### src/rtl/bp_pkg.sv
package bp_pkg;
    // per-sample framing marks carried alongside the data
    typedef struct packed {
        logic last;
        logic eob;
    } bp_mark_t;
endpackage

### src/rtl/bp_seq_ctrl.sv
module bp_seq_ctrl
    import bp_pkg::*;
#(
    parameter int PKT_LEN = 256,
    parameter int FRM_W   = 8
) (
    input  logic             clk,
    input  logic             rst_n,
    input  logic             start_req,
    input  logic [FRM_W-1:0] frames_per_read,
    input  logic             accept,
    output logic             active,
    output logic             first,
    output bp_mark_t         mark
);
    localparam int SAMP_W = (PKT_LEN > 1) ? $clog2(PKT_LEN) : 1;
    localparam logic [SAMP_W-1:0] SAMP_END = SAMP_W'(PKT_LEN - 1);

    typedef struct packed {
        logic              active;
        logic              first;
        logic [SAMP_W-1:0] samp;
        logic [FRM_W-1:0]  pkt;
        logic [FRM_W-1:0]  pkt_end;
    } seq_t;

    seq_t seq_d, seq_q;
    logic at_pkt_end;
    logic at_burst_end;

    assign at_pkt_end   = (seq_q.samp == SAMP_END);
    assign at_burst_end = at_pkt_end && (seq_q.pkt == seq_q.pkt_end);

    always_comb begin
        seq_d = seq_q;
        if (start_req) begin
            seq_d.active  = 1'b1;
            seq_d.first   = 1'b1;
            seq_d.samp    = '0;
            seq_d.pkt     = '0;
            seq_d.pkt_end = (frames_per_read == '0) ? '0 : frames_per_read - 1'b1;
        end else if (accept) begin
            seq_d.first = 1'b0;
            if (at_pkt_end) begin
                seq_d.samp = '0;
                if (at_burst_end) begin
                    seq_d.active = 1'b0;
                end else begin
                    seq_d.pkt = seq_q.pkt + 1'b1;
                end
            end else begin
                seq_d.samp = seq_q.samp + 1'b1;
            end
        end
    end

    always_ff @(posedge clk) begin
        if (!rst_n) begin
            seq_q <= '0;
        end else begin
            seq_q <= seq_d;
        end
    end

    assign active    = seq_q.active;
    assign first     = seq_q.first;
    assign mark.last = at_pkt_end;
    assign mark.eob  = at_burst_end;
endmodule

### src/rtl/bp_out_stage.sv
module bp_out_stage
    import bp_pkg::*;
#(
    parameter int DATA_W = 32
) (
    input  logic              clk,
    input  logic              rst_n,
    input  logic              load,
    input  logic [DATA_W-1:0] data_in,
    input  bp_mark_t          mark_in,
    input  logic              m_ready,
    output logic              free,
    output logic [DATA_W-1:0] m_data,
    output logic              m_valid,
    output logic              m_last,
    output logic              m_eob
);
    typedef struct packed {
        logic              valid;
        bp_mark_t          mark;
        logic [DATA_W-1:0] data;
    } ostage_t;

    ostage_t os_d, os_q;

    assign free = !os_q.valid || m_ready;

    always_comb begin
        os_d = os_q;
        if (load) begin
            os_d.valid = 1'b1;
            os_d.mark  = mark_in;
            os_d.data  = data_in;
        end else if (m_ready) begin
            os_d.valid = 1'b0;
        end
    end

    always_ff @(posedge clk) begin
        if (!rst_n) begin
            os_q <= '0;
        end else begin
            os_q <= os_d;
        end
    end

    assign m_valid = os_q.valid;
    assign m_data  = os_q.data;
    assign m_last  = os_q.mark.last;
    assign m_eob   = os_q.mark.eob;
endmodule

### src/rtl/bp_ts_latch.sv
module bp_ts_latch #(
    parameter int TS_W = 64
) (
    input  logic              clk,
    input  logic              rst_n,
    input  logic              capture,
    input  logic [TS_W-1:0]   ts_now,
    input  logic              ts_has_time,
    output logic [TS_W/2-1:0] ts_lo,
    output logic [TS_W/2-1:0] ts_hi,
    output logic              ts_valid
);
    localparam int HALF = TS_W / 2;

    typedef struct packed {
        logic            ok;
        logic [TS_W-1:0] stamp;
    } tsl_t;

    tsl_t tsl_d, tsl_q;

    always_comb begin
        tsl_d = tsl_q;
        if (capture) begin
            tsl_d.ok = ts_has_time;
            if (ts_has_time) begin
                tsl_d.stamp = ts_now;
            end
        end
    end

    always_ff @(posedge clk) begin
        if (!rst_n) begin
            tsl_q <= '0;
        end else begin
            tsl_q <= tsl_d;
        end
    end

    assign ts_lo    = tsl_q.stamp[HALF-1:0];
    assign ts_hi    = tsl_q.stamp[TS_W-1:HALF];
    assign ts_valid = tsl_q.ok;
endmodule

### src/rtl/burst_packetizer.sv
module burst_packetizer
    import bp_pkg::*;
#(
    parameter int DATA_W  = 32,
    parameter int PKT_LEN = 256,
    parameter int FRM_W   = 8,
    parameter int TS_W    = 64
) (
    input  logic              clk,
    input  logic              rst_n,
    input  logic              start_req,
    input  logic [FRM_W-1:0]  frames_per_read,
    input  logic [DATA_W-1:0] s_data,
    input  logic              s_valid,
    output logic              s_ready,
    input  logic [TS_W-1:0]   ts_now,
    input  logic              ts_has_time,
    output logic [DATA_W-1:0] m_data,
    output logic              m_valid,
    input  logic              m_ready,
    output logic              m_last,
    output logic              m_eob,
    output logic [TS_W/2-1:0] ts_lo,
    output logic [TS_W/2-1:0] ts_hi,
    output logic              ts_valid
);
    logic     active;
    logic     first;
    logic     free;
    logic     accept;
    bp_mark_t mark;

    assign s_ready = active && free && !start_req;
    assign accept  = s_valid && s_ready;

    bp_seq_ctrl #(.PKT_LEN(PKT_LEN), .FRM_W(FRM_W)) seq_i (
        .clk             (clk),
        .rst_n           (rst_n),
        .start_req       (start_req),
        .frames_per_read (frames_per_read),
        .accept          (accept),
        .active          (active),
        .first           (first),
        .mark            (mark)
    );

    bp_out_stage #(.DATA_W(DATA_W)) ostage_i (
        .clk     (clk),
        .rst_n   (rst_n),
        .load    (accept),
        .data_in (s_data),
        .mark_in (mark),
        .m_ready (m_ready),
        .free    (free),
        .m_data  (m_data),
        .m_valid (m_valid),
        .m_last  (m_last),
        .m_eob   (m_eob)
    );

    bp_ts_latch #(.TS_W(TS_W)) tsl_i (
        .clk         (clk),
        .rst_n       (rst_n),
        .capture     (accept && first),
        .ts_now      (ts_now),
        .ts_has_time (ts_has_time),
        .ts_lo       (ts_lo),
        .ts_hi       (ts_hi),
        .ts_valid    (ts_valid)
    );
endmodule

### config.mk
export PLATFORM = sky130hd
export DESIGN_NAME = burst_packetizer
export DESIGN_NICKNAME = d
export VERILOG_FILES = /design/src/rtl/bp_pkg.sv /design/src/rtl/bp_seq_ctrl.sv /design/src/rtl/bp_out_stage.sv /design/src/rtl/bp_ts_latch.sv /design/src/rtl/burst_packetizer.sv
export SDC_FILE = /design/constraint.sdc
export NUM_CORES = 1
export LEC_CHECK = 0
export BUFFER_PORTS_ARGS = -buffer_cell sky130_fd_sc_hd__buf_2
export CAP_MARGIN = 20
export CORE_MARGIN = 2
export CORE_UTILIZATION = 25
export DETAILED_ROUTE_END_ITERATION = 10
export GPL_ROUTABILITY_DRIVEN = 0
export PLACE_DENSITY = 0.45
export SKIP_LAST_GASP = 1
export SLEW_MARGIN = 10
export SYNTH_ARGS = -nofsm -noshare
export SYNTH_HDL_FRONTEND = slang
export SYNTH_SLANG_ARGS = --single-unit
### constraint.sdc
create_clock -name clk -period 2.82 [get_ports clk]
set_clock_uncertainty 0.15 [all_clocks]
set_input_delay 0.705 -clock clk [delete_from_list [all_inputs] [get_ports clk]]
set_output_delay 0.705 -clock clk [all_outputs]
set_load 0.01 [all_outputs]
* After elaboration in Yosys (flattened, before gate mapping)
Cells that the tools add are included.
Operators by class: $add $sub $neg 3, eq/ne operators 2, mux-type cells 10, bitwise operators 2, reductions and logical operators 17
Operator list (number):
- $mux W18 | 2
- $mux W8 | 4
- $add A8 B1 Y8 const B | 2
- $eq A8 B8 Y1 | 1
- $eq A8 B8 Y1 const B | 1
- $logic_not A8 Y1 | 1
- $reduce_bool A2 Y1 | 4
- $sub A8 B1 Y8 const B | 1
- $reduce_and A3 Y1 | 2
- $logic_and A1 B1 Y1 | 5
- $mux W1 | 4
- $logic_not A1 Y1 | 2
- $not A1 Y1 | 2
- $reduce_and A2 Y1 | 1
- $reduce_or A2 Y1 | 1
- $logic_or A1 B1 Y1 | 1
Storage, ports and cells: register bits after elaboration 126, input bits 110, output and inout port bits 101, word-level logic and storage cells 45

* Longest topological paths before layout
depth in word-level cells 7, gate-level depth with buffers 7, gate-level depth less buffers 6

* By module
From an unflattened synthesis, not the netlist that was laid out.
Unflattened totals: cell total of the unflattened synthesis 571, area, all modules 5460.2 um^2
Modules (own cells, without submodules):
- bp_ts_latch | times used 1, cells each 295, area each 2672.6 um^2, seq. area each 1301.2 um^2
- bp_seq_ctrl | times used 1, cells each 159, area each 1410.1 um^2, seq. area each 520.5 um^2
- bp_out_stage | times used 1, cells each 113, area each 1353.8 um^2, seq. area each 700.7 um^2
- burst_packetizer | times used 1, cells each 4, area each 23.8 um^2, seq. area each 0.0 um^2

* Worst setup path after synthesis
Ideal clock, no wire load.
path kind input to register, start input start_req, end register seq_i.seq_q[10] (netlist name), library setup time 0.070 ns, data arrival time 1.934 ns, required time 2.600 ns, slack 0.666 ns, stages 5, buffers on the path 0, cell sequence and2b_2 -> nand3_1 -> or3_1 -> or4_1 -> a21oi_1
Between the ends: longest elaborated chain between the ends 4, elaborated cells on any way between the ends 5, classes of those cells 5 x reduce/logical
RTL lines:
- start: declaration | line burst_packetizer.sv:11 | input logic start_req,
- $logic_not A1 Y1 | line burst_packetizer.sv:33 | assign s_ready = active && free && !start_req;
- $logic_and A1 B1 Y1 | line burst_packetizer.sv:33
- $logic_and A1 B1 Y1 | line burst_packetizer.sv:34 | assign accept = s_valid && s_ready;
- $reduce_and A3 Y1 (no line)
- end signal: assignment | line bp_seq_ctrl.sv:61 | seq_q <= seq_d;
- end: declaration | line bp_seq_ctrl.sv:27 | seq_t seq_d, seq_q;
Parallel ways exist; a longest one is shown, timed or not. A chain may end at the register's enable or synchronous reset.

* Worst setup path after layout
start input m_ready, end output s_ready
Between the ends: longest elaborated chain between the ends 3
RTL lines:
- start: declaration | line burst_packetizer.sv:20 | input logic m_ready,
- $logic_or A1 B1 Y1 | line bp_out_stage.sv:26 | assign free = !os_q.valid || m_ready;
- $logic_and A1 B1 Y1 (2 in series) | line burst_packetizer.sv:33
- end: declaration | line burst_packetizer.sv:15 | output logic s_ready,
Every way passes these cells.

==> reports/qor.txt <==
======================================================================
Starting utilization of the core area ...................       25.34%
Most prevalent standard cell on the critical path ....... sky130_fd_sc_hd__buf_2
Netlist area before placement ...........................   4915 sq um
Critical path endpoint category .........................  output port
Number of placed instances with taps included ...........        1,035
Nets ....................................................          903
Launching element type of the critical path .............    input pin
Status .................................................. complete, no violations
Remaining antenna violation count .......................            0
Die Area ................................................ 20,800 sq um
Crit. path cell count ...................................            4
WL final ................................................    13,810 um
Total number of yosys warnings ..........................            0
Number of buffers inserted by hold repair at cts ........            0
MaxCap Viol Count .......................................            0
RSZ-0062 raised after global routing ....................           no
Diode count .............................................            0
Peak per-stage delay on the critical path ...............       330 ps
Setup TNS ...............................................         0 ps
Util after Layout .......................................       35.46%
Number of buffers inserted by port buffering ............          210
Post-DP HPWL ............................................      9818 um
Share of the yosys chip area belonging to registers .....       51.32%
Setup slack after placement .............................     289.6 ps
Final slew viol count ...................................            0
Count of unresolved DRC violations after routing ........            0
Highest clock frequency the design can meet .............    432.8 MHz
FF-to-FF Start .......................................... seq_i.seq_q[16]
Total congestion overflow after global routing ..........            0
Clock H-tree levels .....................................            4
Worst Path Required .....................................      1970 ps
CTS tree ................................................        built
Power per unit of standard cell area .................... 628.8 nW/um^2
Met2 WL .................................................      5821 um
Count of different cell masters after synthesis .........           34
CP bufs+invs ............................................            2
Syn Nets ................................................          697
Routed length per placed instance .......................     12.94 um
Length of the first detailed-routing pass in iterations .            4
Most common cell after layout, fill and taps aside ...... sky130_fd_sc_hd__nand2_1
Final critical-path required period .....................      2311 ps
Die Span Y ..............................................     144.2 um
Number of instances in the synthesized netlist ..........          583
CTS clock-pin slew for the worst setup and hold paths ...        60 ps
Data arrival time of the critical path ..................      1460 ps
Filler Cell Count .......................................        2,140
Top-level port count ....................................          211
Overall Global Routing Usage ............................       13.00%
Worst VDD drop ..........................................    0.3958 mV
Deepest clock path buffer count .........................            2
Post-route clock period utilization .....................       81.94%
Mean area per synthesized cell ..........................  8.430 sq um
Maximum fanout count along the critical path ............            5
Count of endpoints failing setup in the final report ....            0
Worst path slowest cell ................................. sky130_fd_sc_hd__or2b_2
Non-filler instance count after layout ..................        1,067
Number of enable flip-flop cells after synthesis ........            0
Family with the most delay on the worst path ............ simple AND/OR/NAND/NOR gates
Initial antenna violation count .........................            0
Launching instance or port of the critical path .........      m_ready
Worst-path cell chain ................................... buf_2, or2b_2, and2_1, buf_2
WL met3 .................................................      1094 um
Cell leakage power ......................................     2.912 nW
Core area ............................................... 19,400 sq um
Vias post-DR ............................................        4,483
Worst reg2reg path depth ................................            5
Buffers inserted by post-CTS timing repair ..............            0
Master cell of the clock root buffer .................... sky130_fd_sc_hd__clkbuf_16
First-iteration detailed-routing DRC count ..............          146
Total count of hold-check failures in the final report ..            0
Class of the worst hold path ............................ flop to flop
Number of standard-cell rows in the floorplan ...........           51
Cts bufs inserted .......................................           17
Commonest cells after routing, fill and taps aside ...... 213 x sky130_fd_sc_hd__nand2_1, 210 x sky130_fd_sc_hd__buf_2, 126 x sky130_fd_sc_hd__dfxtp_1
Layout-stage area growth over the synthesis result ......       39.97%
Most used DFF post-synth ................................ sky130_fd_sc_hd__dfxtp_1
CP Class ................................................ input pin to output port
Tightest Pin Transition .................................     448.4 ps
Total of flip-flops plus latches after synthesis ........          126
Highest metal layer used by the detailed router .........         met4
TritonCTS Sinks .........................................          126
Fin worst setup slack ...................................     509.3 ps
Clock latency at the later pin of the worst-skew pair ...       410 ps
Post-route met1 wirelength ..............................      6673 um
Hold Crit Depth .........................................            2
Vias in the first global route ..........................        4,026
Async S/R FF share, synth ...............................           0%
Number of resized instances in the post-cts repair step .            0
Hold Crit Start ......................................... tsl_i.ts_hi[6]
First-pass GRT wire length ..............................    20,820 um
Die boundary width ......................................     144.2 um
Worst rel slew slack ....................................       70.10%
Share of post-route cells with drive strength above 1 ...       32.54%
Pin count of the biggest net entering global routing ....           60
Per-cell via count in the routed design .................        4.201
======================================================================
## sequential cells by signal, summed over array words and instances, names as in the netlist
register / count
tsl_i.ts_hi: 32
ostage_i.m_last: 1
tsl_i.ts_lo: 32
ostage_i.m_valid: 1
tsl_i.ts_valid: 1
ostage_i.m_data: 32
seq_i.seq_q: 24
seq_i.active: 1
ostage_i.m_eob: 1
seq_i.first: 1
## worst register-to-register path, stage by stage (launching register included)
cell	delay [ps]
sky130_fd_sc_hd__dfxtp_1	360
sky130_fd_sc_hd__ha_1	240
sky130_fd_sc_hd__nand3_1	140
sky130_fd_sc_hd__a2111o_1	530
sky130_fd_sc_hd__or3_2	500
sky130_fd_sc_hd__a21oi_1	140
## power breakdown
part           internal, mW  leakage [nW]  switching, mW
clock network          1.42         0.290          0.844
logic                 0.119          1.60          0.120
registers              1.81          1.02         0.0152
total                  3.35          2.91          0.979
## cells in the mapped netlist (all sizes together) (2+ instances only)
master / count / area, sq um
nor4: 4 / 25.02
nand4: 4 / 25.02
a21oi: 9 / 45.04
or4: 2 / 15.01
and3: 2 / 12.51
nor2: 14 / 52.55
xnor2: 9 / 78.83
clkbuf: 22 / 82.58
nand2: 213 / 799.5
nor2b: 3 / 18.77
ha: 4 / 50.05
or3: 5 / 33.78
o21ai: 16 / 80.08
xor2: 13 / 113.9
nor3: 5 / 25.02
nand3: 7 / 35.03
buf: 12 / 53.80
or2b: 2 / 16.27
a21boi: 98 / 735.7
dfxtp: 126 / 2522
inv: 3 / 11.26
and2: 3 / 20.02
## cells by family after synthesis
family / share of synthesized area, %
AOI/OAI and AO/OA: 17.90
DFF: 51.32
buffers and inverters: 3.182
adders and majority gates: 1.018
muxes: 0.2037
and+or+nand+nor: 22.45
xor gates and xnor gates: 3.921
## cell type report
cell class / instances / area (sq um) / area share, %
clock buffers: 19 / 442.9 / 6.439
inverters: 3 / 11.26 / 0.1637
flip-flops and latches: 126 / 2522 / 36.67
repair buffers: 222 / 1166 / 16.95
clock inverters: 13 / 162.7 / 2.364
well taps: 265 / 331.6 / 4.820
multi-input cells: 419 / 2242 / 32.59
## layer usage
layer  up-vias  GRT usage, %
met2       150         19.80
met1      1987         16.85
li1       2327             -
met3        19         4.338
met4         0         5.519
met5         -             0
## metrics by stage
stage / hold WS (ps) / area, sq um / power [mW]
2_1_floorplan: 294.3 / 4915 / 1.970
3_3_place_gp: 297.6 / 6274 / 2.112
3_5_place_dp: 303.3 / 6274 / 2.109
4_1_cts: 311.5 / 6879 / 4.410
5_1_grt: 328.7 / 6879 / 4.508
6_report: 306.1 / 6879 / 4.326
## worst paths after layout
kind	end	slack (ps)
hold / removal	tsl_i.ts_hi[6]	310
setup reg to reg	seq_i.seq_q[15]	680
setup / recovery	s_ready	510
hold reg to reg	tsl_i.ts_hi[6]	310
No activity file was read; power rests on OpenSTA's default activity.
